--- src/rtl/gclk_pkg.sv ---
package gclk_pkg;
  localparam int CTRL_W  = 32;
  localparam int DIV_W   = 8;
  localparam int NSRC    = 4;
  localparam int SEL_W   = $clog2(NSRC);
  localparam int B_OSC   = 0;
  localparam int B_PLL   = 1;
  localparam int B_EN    = 2;
  localparam int B_DVEN  = 4;
  localparam int DIV_LSB = 8;

  localparam logic [CTRL_W-1:0] CTRL_MASK =
      (CTRL_W'((1 << DIV_W) - 1) << DIV_LSB) |
      (CTRL_W'(1) << B_DVEN) | (CTRL_W'(1) << B_EN) |
      (CTRL_W'(1) << B_PLL)  | (CTRL_W'(1) << B_OSC);

  typedef struct packed {
    logic [DIV_W-1:0] div;
    logic             dven;
    logic             en;
    logic [SEL_W-1:0] sel;
  } chan_cfg_t;
endpackage

--- src/rtl/gclk_regs.sv ---
module gclk_regs
  import gclk_pkg::*;
#(
  parameter int NCH    = 8,
  parameter int ADDR_W = 12,
  parameter int BASE   = 'h60,
  parameter int STRIDE = 4
) (
  input  logic                   clk,
  input  logic                   rst_n,
  input  logic                   we_i,
  input  logic [ADDR_W-1:0]      addr_i,
  input  logic [CTRL_W-1:0]      wdata_i,
  output logic [CTRL_W-1:0]      rdata_o,
  output chan_cfg_t [NCH-1:0]    cfg_o
);
  logic [NCH-1:0][CTRL_W-1:0] ctrl_q;
  logic [NCH-1:0]             hit;

  for (genvar i = 0; i < NCH; i++) begin : g_slot
    assign hit[i] = (addr_i == ADDR_W'(BASE + STRIDE * i));

    always_ff @(posedge clk) begin
      if (!rst_n)                ctrl_q[i] <= '0;
      else if (we_i && hit[i])   ctrl_q[i] <= wdata_i & CTRL_MASK;
    end

    assign cfg_o[i].div  = ctrl_q[i][DIV_LSB +: DIV_W];
    assign cfg_o[i].dven = ctrl_q[i][B_DVEN];
    assign cfg_o[i].en   = ctrl_q[i][B_EN];
    assign cfg_o[i].sel  = {ctrl_q[i][B_PLL], ctrl_q[i][B_OSC]};

    // a write to this slot lands in the decoded fields
    p_write_lands_r2: assert property (@(posedge clk) disable iff (!rst_n)
      (we_i && hit[i]) |=> (cfg_o[i].div == $past(wdata_i[DIV_LSB +: DIV_W]))
                        && (cfg_o[i].en == $past(wdata_i[B_EN])));
    // without a write to this slot the word holds
    p_nohit_hold_r2: assert property (@(posedge clk) disable iff (!rst_n)
      !(we_i && hit[i]) |=> $stable(ctrl_q[i]));
  end

  always_comb begin
    rdata_o = '0;
    for (int i = 0; i < NCH; i++)
      if (hit[i]) rdata_o = ctrl_q[i];
  end
endmodule

--- src/rtl/gclk_chan.sv ---
module gclk_chan
  import gclk_pkg::*;
(
  input  logic            clk,
  input  logic            rst_n,
  input  chan_cfg_t       cfg_i,
  input  logic [NSRC-1:0] src_lvl_i,
  input  logic [NSRC-1:0] src_rise_i,
  output logic            gclk_o
);
  logic [SEL_W-1:0] a_sel;
  logic             a_en;
  logic             a_dven;
  logic [DIV_W-1:0] a_div;
  logic [DIV_W-1:0] cnt;
  logic             gq;
  logic             cfg_diff;

  assign cfg_diff = (cfg_i.sel != a_sel) || (cfg_i.en != a_en) ||
                    (cfg_i.dven != a_dven);

  always_ff @(posedge clk) begin
    if (!rst_n) begin
      a_sel  <= '0;
      a_en   <= 1'b0;
      a_dven <= 1'b0;
      a_div  <= '0;
      cnt    <= '0;
      gq     <= 1'b0;
    end else if (!gq && cfg_diff) begin
      a_sel  <= cfg_i.sel;
      a_en   <= cfg_i.en;
      a_dven <= cfg_i.dven;
      a_div  <= cfg_i.div;
      cnt    <= '0;
      gq     <= 1'b0;
    end else if (!a_en) begin
      gq  <= 1'b0;
      cnt <= '0;
    end else if (!a_dven) begin
      gq <= src_lvl_i[a_sel];
    end else if (src_rise_i[a_sel]) begin
      if (cnt == a_div) begin
        gq    <= ~gq;
        cnt   <= '0;
        a_div <= cfg_i.div;
      end else begin
        cnt <= cnt + 1'b1;
      end
    end
  end

  assign gclk_o = gq;

  // while the output is high the applied setup may not move
  p_hold_high_r9: assert property (@(posedge clk) disable iff (!rst_n)
    gq |=> ($stable(a_sel) && $stable(a_en) && $stable(a_dven)));
  // a disabled channel drives low on the next cycle
  p_off_low_r5: assert property (@(posedge clk) disable iff (!rst_n)
    !a_en |=> !gq);
  // the divide counter never passes its terminal value
  p_cnt_range_r7: assert property (@(posedge clk) disable iff (!rst_n)
    cnt <= a_div);
  // the divide value moves only when the count restarts
  p_div_at_tc_r10: assert property (@(posedge clk) disable iff (!rst_n)
    (a_div != $past(a_div)) |-> (cnt == '0));
endmodule

--- src/rtl/gclk_gen.sv ---
module gclk_gen
  import gclk_pkg::*;
#(
  parameter int NCH    = 8,
  parameter int ADDR_W = 12,
  parameter int BASE   = 'h60,
  parameter int STRIDE = 4
) (
  input  logic              clk,
  input  logic              rst_n,
  input  logic              reg_we,
  input  logic [ADDR_W-1:0] reg_addr,
  input  logic [31:0]       reg_wdata,
  output logic [31:0]       reg_rdata,
  input  logic [3:0]        src_i,
  output logic [NCH-1:0]    gclk_o
);
  chan_cfg_t [NCH-1:0] cfg;
  logic [NSRC-1:0]     src_prev;
  logic [NSRC-1:0]     src_rise;

  gclk_regs #(.NCH(NCH), .ADDR_W(ADDR_W), .BASE(BASE), .STRIDE(STRIDE)) u_regs (
    .clk     (clk),
    .rst_n   (rst_n),
    .we_i    (reg_we),
    .addr_i  (reg_addr),
    .wdata_i (reg_wdata),
    .rdata_o (reg_rdata),
    .cfg_o   (cfg)
  );

  always_ff @(posedge clk) begin
    if (!rst_n) src_prev <= '0;
    else        src_prev <= src_i;
  end
  assign src_rise = src_i & ~src_prev;

  for (genvar c = 0; c < NCH; c++) begin : g_chan
    gclk_chan u_chan (
      .clk        (clk),
      .rst_n      (rst_n),
      .cfg_i      (cfg[c]),
      .src_lvl_i  (src_i),
      .src_rise_i (src_rise),
      .gclk_o     (gclk_o[c])
    );
  end
endmodule

--- config.mk ---
export PLATFORM = sky130hd
export DESIGN_NAME = gclk_gen
export DESIGN_NICKNAME = d
export VERILOG_FILES = /design/src/rtl/gclk_pkg.sv /design/src/rtl/gclk_regs.sv /design/src/rtl/gclk_chan.sv /design/src/rtl/gclk_gen.sv
export SDC_FILE = /design/constraint.sdc
export NUM_CORES = 1
export LEC_CHECK = 0
export ABC_AREA = 0
export BUFFER_PORTS_ARGS = -buffer_cell sky130_fd_sc_hd__buf_4
export CAP_MARGIN = 5
export CORE_ASPECT_RATIO = 1.2
export CORE_UTILIZATION = 55
export CTS_CLUSTER_DIAMETER = 150
export DETAILED_ROUTE_END_ITERATION = 12
export GPL_ROUTABILITY_DRIVEN = 0
export HOLD_SLACK_MARGIN = 0.1
export PLACE_DENSITY = 0.76
export SYNTH_ARGS = -nofsm -noshare
export SYNTH_HDL_FRONTEND = slang
export SYNTH_SLANG_ARGS = --single-unit
export TNS_END_PERCENT = 10
--- constraint.sdc ---
create_clock -name clk -period 2.6 [get_ports clk]
set_clock_uncertainty 0.1 [all_clocks]
set_input_delay 0.52 -clock clk [delete_from_list [all_inputs] [get_ports clk]]
set_output_delay 0.52 -clock clk [all_outputs]
set_load 0.005 [all_outputs]
* After elaboration in Yosys (flattened, before gate mapping)
Cells that the tools add are included.
** Cells by class
- Add/sub/neg operators :: 8
- Eq/ne operators :: 56
- Bitwise operators :: 19
- Multiplexer cells :: 112
- $lt $le $gt $ge :: 8
- Reduce and logical (&&, ||, !) cells :: 104
** Operators by type and width (count)
- 2-to-1 mux 8 bit :: 48
- 2-to-1 mux 16 bit :: 8
- == test 12 x 7 -> 1 bit, second input constant :: 8
- adder 8 x 1 -> 8 bit, second input constant :: 8
- == test 8 bit :: 8
- nonzero test 2 bit :: 32
- 2-to-1 mux 1 bit :: 40
- binary-select mux 1 bit (select 2 bit) :: 16
- inequality test 2 bit, second input constant :: 16
- AND reduction 2 bit :: 16
- AND reduction 4 bit :: 8
- less-than comparator 2 x 3 -> 1 bit, second input constant :: 8
- OR reduction 3 bit :: 8
- inverter 1 bit :: 17
- logical AND 1 bit :: 16
- logical OR 1 bit :: 16
- inequality test 1 bit :: 16
- inequality test 2 bit :: 8
- logical NOT 1 bit :: 8
- AND 4 bit :: 1
- inverter 4 bit :: 1
** Storage, ports and cells
- Output and inout port bits :: 40
- Bits in registers :: 268
- Word-level logic and storage cells :: 364

* Longest topological paths before layout
Gate-level depths: netlist of run 1.
- Depth after elaboration :: 9
- Mapped depth :: 8
- Mapped depth without buffers :: 5

* Hierarchy
From an unflattened synthesis of run 1, not the netlist that was laid out.
** Unflattened totals
- Cell total of the unflattened synthesis :: 1477
- Area total of the unflattened synthesis :: 13927.1 µm²
** By module, submodules not included
- gclk_chan :: area an instance 1162.4 µm², cells each 123, times used 8
- gclk_regs :: area an instance 4498.1 µm², cells each 481, times used 1
- gclk_gen :: area an instance 130.1 µm², cells each 12, times used 1

* Worst setup path before layout of run 1
OpenSTA, ideal clock, no wires.
- Path type :: input -> output
- Start point :: input reg_addr[9]
- End point :: output reg_rdata[0]
- Setup slack :: -0.117 ns
- Arrival time :: 2.097 ns
- Cell stages on the path :: 6
- Data required time :: 1.980 ns
- Buffers on the path :: 2
- Cells stage by stage :: or4_1 > buf_2 > or3_1 > clkbuf_1 > o22a_1 > a22oi_1
** On the way
- Cells in the longest elaborated chain, start to end :: 9
- Elaborated cells on any way between the ends :: 16
- Those cells by class :: eq/ne: 8; mux: 8
** RTL lines
- from (decl) :: line gclk_gen.sv:12 : input logic [ADDR_W-1:0] reg_addr,
- == test 12 x 7 -> 1 bit :: line gclk_regs.sv:21 : assign hit[i] = (addr_i == ADDR_W'(BASE + STRIDE * i));
- 2-to-1 mux 16 bit (7 in a row) :: line gclk_regs.sv:45 : if (hit[i]) rdata_o = ctrl_q[i];
- 2-to-1 mux 16 bit * :: line gclk_regs.sv:45
- to (decl) :: line gclk_gen.sv:14 : output logic [31:0] reg_rdata,
Every way passes the cells marked *; elsewhere a longest branch is shown, timed or not.

* Final worst setup path of run 1
- Start point :: input reg_addr[9]
- End point :: output reg_rdata[14]
The elaborated chain is that of the path after synthesis.

==> flow_metrics.tcl, run 1 <==
set metrics [dict create \
    clk_latency_ns 0.54 \
    antenna_found_initial 0 \
    synthArstFlopShare_pct 0 \
    first_iter_violations 798 \
    setup-violations-final 12 \
    crit_path_cell_trace "buf_6 -> or4_4 -> buf_6 -> nor3_4 -> nand2_1 -> nand3_1 -> o31ai_1 -> buf_4 -> buf_4" \
    via_per_inst 5.941 \
    synth_edf_count 0 \
    syn_area_um2 14180 \
    nNetsFinal 1725 \
    fin_hold_ws_ns 0.2212 \
    min_period_over_period_pct 110.9 \
    worstPathArrival_ns 2.26 \
    synth.yosys.seq_area_share_pct 37.84 \
    cp-start-kind "primary input" \
    die_y_um 177.9 \
    rows 64 \
    antenna_left 0 \
    max_slew_margin_pct 50.68 \
    ys_warn_count 0 \
    die_x_um 148.6 \
    cts_inserted_buffers 29 \
    cpMaxStageDelayCell "or4_4" \
    cp_data_required_time_ns 1.98 \
    utilization_pct 63.69 \
    finalHoldViolations 0 \
    clockPowerShare_pct 49.5 \
    crit_path_end_kind "output pin" \
    port_buffers 50 \
    critPathMaxFanout 6 \
    intPower_w 0.006961 \
    cts.reportedPaths.clkPinSlew_ns 0.06 \
    nFillCells 2082 \
    status "finished, violations left" \
    violations "setup timing" \
    avgSynthCellArea_um2 8.751 \
    cts_sinks 268 \
    antenna_cells 0 \
    totalWireLength_um 37060 \
    start_util_pct 55.85 \
    post_drt_wl_per_cell_um 18.37 \
    fin_ws_ns -0.2836 \
    synth_flop_cell "dfxtp_1" \
    power_switching_w 0.001930 \
    dieArea_um2 26430 \
    ioPinCount 91 \
    synthTopCellsByArea "dfxtp_1 (38%), mux2i_1 (10%), nand2_1 (8.8%)" \
    core_um2 25380 \
    vias 11990 \
    maxSlewViolCount 0 \
    tightest_slew_ns 0.7370 \
    seqPwrFrac_pct 46.4 \
    clock_path_buffers 3 \
    peakVddDrop_mv 0.4728 \
    synth_cells 1620 \
    p_comb_share_pct 4.1 \
    areaGrowthSynthToFinish_pct 14.04 \
    grt_pass1_wl_um 58440 \
    dp_hpwl_um 25980 \
    cap_violations 0 \
    cts_tree "built" \
    ys_top_cells_by_count "nand2_1 (334), dfxtp_1 (268), mux2i_1 (147)" \
    seq_area_um2 5365 \
    multi_input_area_um2 8364 \
    power_leakage_nw 5.787 \
    netlist.area_leader.share_pct 37.84 \
    period_minus_slack_ns 2.884 \
    path_class "primary input to output pin" \
    synth.most_common_cell "nand2_1" \
    synth_area_leader_cell "dfxtp_1" \
    ctsHtreeMaxLevel 1 \
    power_density_nw_per_um2 549.9 \
    cts-root-buf "clkbuf_16" \
    firstDrtPassIters 7 \
    rsz0062_at_grt "true" \
    final_layout_size_suffix_gt1_share_pct 14.04 \
    yosysUniqueCellTypes 73 \
    switching_share_pct 21.70 \
    critPathMaxStageDelay_ns 0.62 \
    ys_seq_elements 268 \
    grt_max_degree 67 \
    grt_use_total_pct 28.09 \
    grt.overflow.total 0 \
    hold_path.class "primary input to flip-flop" \
    grt_pass1_vias 11140 \
    fmax_ghz 0.3468 \
    drc_errors 0 \
]
metrics by stage:
step,total power [W],setup slack [ns],TNS [ns],cells,area [µm²]
6_report,0.008891,-0.2836,-3.005,2018,16170
5_1_grt,0.009126,-0.3169,-3.335,2018,16170
4_1_cts,0.008920,-0.2591,-2.885,2015,16080
3_5_place_dp,0.004564,-0.3311,-4.483,1963,15030
3_3_place_gp,0.004558,-0.3040,-3.328,1963,15030
2_1_floorplan,0.004435,-0.05116,-0.3607,1639,14300
critical path, delay by kind of cell:
| kind | cells | cell delay, ns |
|---|---|---|
| compound gates | 1 | 0.07 |
| simple gates | 4 | 1.12 |
| buf+inv | 4 | 0.54 |
cell usage in the layout, fill, tap and decap left out, types with 7 or more instances in the layout:
master and n:
a211oi_1 29, a21boi_0 81, a21oi_1 34, a22oi_2 8
a2bb2oi_1 15, a31oi_1 13, and4_1 7, and4b_1 7
buf_4 116, buf_6 7, clkbuf_1 8, clkbuf_16 29
conb_1 20, dfxtp_1 268, ha_1 8, inv_1 7
mux2i_1 147, mux4_2 10, nand2_1 334, nand2b_1 8
nand3_1 34, nand3b_1 7, nand4_1 27, nor2_1 66
nor2b_1 52, nor3_1 20, nor4b_1 7, nor4bb_1 13
o21ai_0 27, o22a_1 7, or3_1 11, or4_1 9
xnor2_1 107, xor2_1 21
repair_timing:
item                       4_1_cts  5_1_grt
gates resized for setup         10       13
setup buffers                    0        3
hold buffers                     0        0
pin swaps                        5        9
setup endpoints to repair       12       12
registers in the layout, summed over array words and instances, names as in the netlist:
register              count
g_chan.u_chan.a_div      64
g_chan.u_chan.a_dven      8
g_chan.u_chan.a_en        8
g_chan.u_chan.a_sel      16
g_chan.u_chan.cnt        64
g_chan.u_chan.gclk_o      8
src_prev                  4
u_regs.cfg_o             96
logic make-up (layout without fill, tap and decap cells):
logic type	after synthesis	in the layout	share of synthesized area, %
and+or+nand+nor	648	648	22.43
buffers and inverters	136	185	4.510
other	1	20	0.02645
AOI/OAI and AO/OA	271	271	14.37
adders and majority gates	8	8	0.7061
DFF	268	268	37.84
muxes	160	160	12.21
xor gates and xnor gates	128	128	7.908
power by group through the flow:
stage / combinational (W) / sequential [W] / clock (W)
2_1_floorplan: 0.000230 / 0.00420 / 0
3_3_place_gp: 0.000342 / 0.00422 / 0
3_5_place_dp: 0.000348 / 0.00422 / 0
4_1_cts: 0.000352 / 0.00412 / 0.00444
5_1_grt: 0.000387 / 0.00412 / 0.00462
6_report: 0.000367 / 0.00413 / 0.00440
metal layers:
layer / wire length (µm) / up-vias / global-route usage, %
met1: 15040 / 5749 / 35.03
li1: - / 5732 / -
met5: 0 / - / 0
met4: 1357 / 0 / 11.73
met2: 17610 / 427 / 46.57
met3: 3049 / 80 / 6.221
worst paths after layout:
| kind | start | end | slack [ns] | depth (start not counted) |
|---|---|---|---|---|
| max reg2reg | src_prev[3] | g_chan[0].u_chan.a_div[7] | 0.10 | 5 |
| min | reg_wdata[10] | u_regs.cfg_o[6] | 0.22 | 3 |
| max | reg_addr[9] | reg_rdata[14] | -0.28 | 9 |
| min reg2reg | u_regs.cfg_o[5] | g_chan[0].u_chan.a_div[1] | 0.37 | 2 |
final cells by class:
| class | count | area share (%) |
|---|---|---|
| inverter | 7 | 0.1625 |
| tap | 330 | 2.554 |
| clock inverter | 14 | 1.432 |
| sequential | 268 | 33.18 |
| multi-input combinational | 1235 | 51.73 |
| timing repair buffer | 125 | 6.090 |
| clock buffer | 39 | 4.844 |
Note: power is estimated with default switching activity, not from simulation.
==> run 2, diff against run 1 <==
--- a/config.mk
+++ b/config.mk
@@ -9,12 +9,11 @@
 export BUFFER_PORTS_ARGS = -buffer_cell sky130_fd_sc_hd__buf_4
 export CAP_MARGIN = 5
 export CORE_ASPECT_RATIO = 1.2
-export CORE_UTILIZATION = 55
+export CORE_UTILIZATION = 35
 export CTS_CLUSTER_DIAMETER = 150
 export DETAILED_ROUTE_END_ITERATION = 12
 export GPL_ROUTABILITY_DRIVEN = 0
 export HOLD_SLACK_MARGIN = 0.1
-export PLACE_DENSITY = 0.76
 export SYNTH_ARGS = -nofsm -noshare
 export SYNTH_HDL_FRONTEND = slang
 export SYNTH_SLANG_ARGS = --single-unit
==> run 2 against run 1 <==
  * The run still ends with setup timing left
  * Critical path depth is 3 lower
  * Register-to-register slack better by 0.05 ns
  * Utilization is 22 points lower
  * Die area is 56% higher
  * Worst setup slack better by 0.039 ns
  * Fmax is 1.4% higher
  * Total power is 0.56% lower
  * Largest cell class unchanged
==> flow_metrics.tcl, run 2 (synthesized netlist as in run 1, its figures left out) <==
set metrics [dict create \
    status "finished, violations left" \
    violations "setup timing" \
    finalPower_w 0.008841 \
    crit_path_cell_trace "buf_6 -> or4_4 -> or3_4 -> o22a_1 -> a22oi_2 -> buf_4" \
    final_cell_mix "nand2_1 (334), dfxtp_1 (267), mux2i_1 (147)" \
    start_util_pct 35.59 \
    min_period_over_period_pct 109.4 \
    seqPwrFrac_pct 46.6 \
    power_leakage_nw 5.838 \
    p_comb_share_pct 4.3 \
    cts.reportedPaths.clkPinSlew_ns 0.06 \
    maxSlewViolCount 0 \
    ioPinCount 91 \
    power_density_nw_per_um2 536.1 \
    period_minus_slack_ns 2.844 \
    cp-start-kind "primary input" \
    worstPathArrival_ns 2.22 \
    grt_pass1_wl_um 61750 \
    utilization_pct 41.39 \
    cap_violations 0 \
    wl_met3_um 2220 \
    critPathMaxFanout 7 \
    clock_path_buffers 3 \
    preCtsSetupSlack_ns -0.3362 \
    fin_ws_ns -0.2443 \
    die_x_um 185.7 \
    cts-root-buf "clkbuf_16" \
    peakVddDrop_mv 0.4294 \
    firstDrtPassIters 5 \
    grt_use_total_pct 18.95 \
    largest_reg_flops 96 \
    fin_hold_ws_ns 0.2090 \
    route.met2.wl_um 18330 \
    rows 80 \
    grt_max_degree 55 \
    rsz0062_at_grt "true" \
    dieArea_um2 41320 \
    antenna_left 0 \
    cp_data_required_time_ns 1.98 \
    max_slew_margin_pct 53.42 \
    final_common_cell "nand2_1" \
    final_layout_size_suffix_gt1_share_pct 14.80 \
    cts_sinks 268 \
    via_per_inst 5.275 \
    fin_setup_tns_ns -2.323 \
    cts_tree "built" \
    cts_inserted_buffers 29 \
    power_switching_w 0.001973 \
    tightest_slew_ns 0.6962 \
    grt.overflow.total 0 \
    clk_latency_ns 0.56 \
    intPower_w 0.006868 \
    hold_path.class "primary input to flip-flop" \
    critPathMaxStageDelay_ns 0.60 \
    die_y_um 222.5 \
    dp_hpwl_um 28590 \
    drt-met1-wl_um 17650 \
    totalWireLength_um 39310 \
    areaGrowthSynthToFinish_pct 16.32 \
    path_class "primary input to output pin" \
    setup-violations-final 12 \
    grt_pass1_vias 11240 \
    port_buffers 50 \
    antenna_found_initial 0 \
    cpMaxStageDelayCell "or4_4" \
    topRoutingLayerUsed "met4" \
    ctsHtreeMaxLevel 1 \
    crit_path_end_kind "output pin" \
    nNetsFinal 1734 \
    finalHoldViolations 0 \
    first_iter_violations 854 \
    post_drt_wl_per_cell_um 17.62 \
    drc_errors 0 \
    vias 11770 \
    core_um2 39840 \
    clockPowerShare_pct 49.1 \
    switching_share_pct 22.32 \
    fmax_ghz 0.3516 \
]
-- run 2: changes by cell type in the layout (fill, tap and decap cells not counted), sizes merged --
cell and delta:
bufinv -2, clkbuf +1, inv +1, clkinv -1
buf +9, diode +2
-- run 2: critical path, delay by kind of cell --
kind	cells	cell delay (ns)
compound gates	2	0.45
simple gates	2	1.00
buf+inv	2	0.24
-- run 2: final timing paths --
check                            startpoint                         to  slack (ns)  depth (start not counted)
hold reg to reg   g_chan[0].u_chan.a_div[2]  g_chan[0].u_chan.a_div[2]        0.37                          2
setup reg to reg                src_prev[1]  g_chan[2].u_chan.a_div[5]        0.15                          5
setup / recovery               reg_addr[10]               reg_rdata[1]       -0.24                          6
hold / removal                 reg_wdata[0]           u_regs.cfg_o[12]        0.21                          3
-- run 2: routing by layer --
metal  global-route usage (%)  vias to the layer above
li1                         -                     5752
met1                    25.04                     5665
met2                    31.03                      282
met3                    3.196                       70
met4                    6.214                        0
met5                        0                        -
-- run 2: area by class of cell --
cell class                 count  area, µm²
tap                          533      666.9
fill                        4012      23350
inverter                       7      26.28
timing repair buffer         134       1041
clock inverter                12      167.7
clock buffer                  40      827.0
sequential                   268       5366
multi-input combinational   1235       8391
antenna                        2      5.005
-- run 2: power by group through the flow --
| stage | registers (W) | clock network [W] | logic, W |
|---|---|---|---|
| after CTS | 0.00412 | 0.00445 | 0.000374 |
| final | 0.00412 | 0.00434 | 0.000380 |
| after detailed placement | 0.00421 | 0 | 0.000368 |
| after global routing | 0.00412 | 0.00458 | 0.000402 |
| after floorplan | 0.00420 | 0 | 0.000230 |
| after global placement | 0.00421 | 0 | 0.000363 |
-- run 2: timing repair --
item                       in CTS  in global routing
setup buffers                   0                  2
setup endpoints to repair      15                 22
pin swaps                      10                  4
hold buffers                    0                  0
resized for setup              12                 11
-- run 2: stage by stage --
step / instance area, µm² / instances
global route: 16490 / 2229
CTS: 16420 / 2227
detailed placement: 15370 / 2175
finish: 16490 / 2231
floorplan: 14300 / 1639
global placement: 15370 / 2175
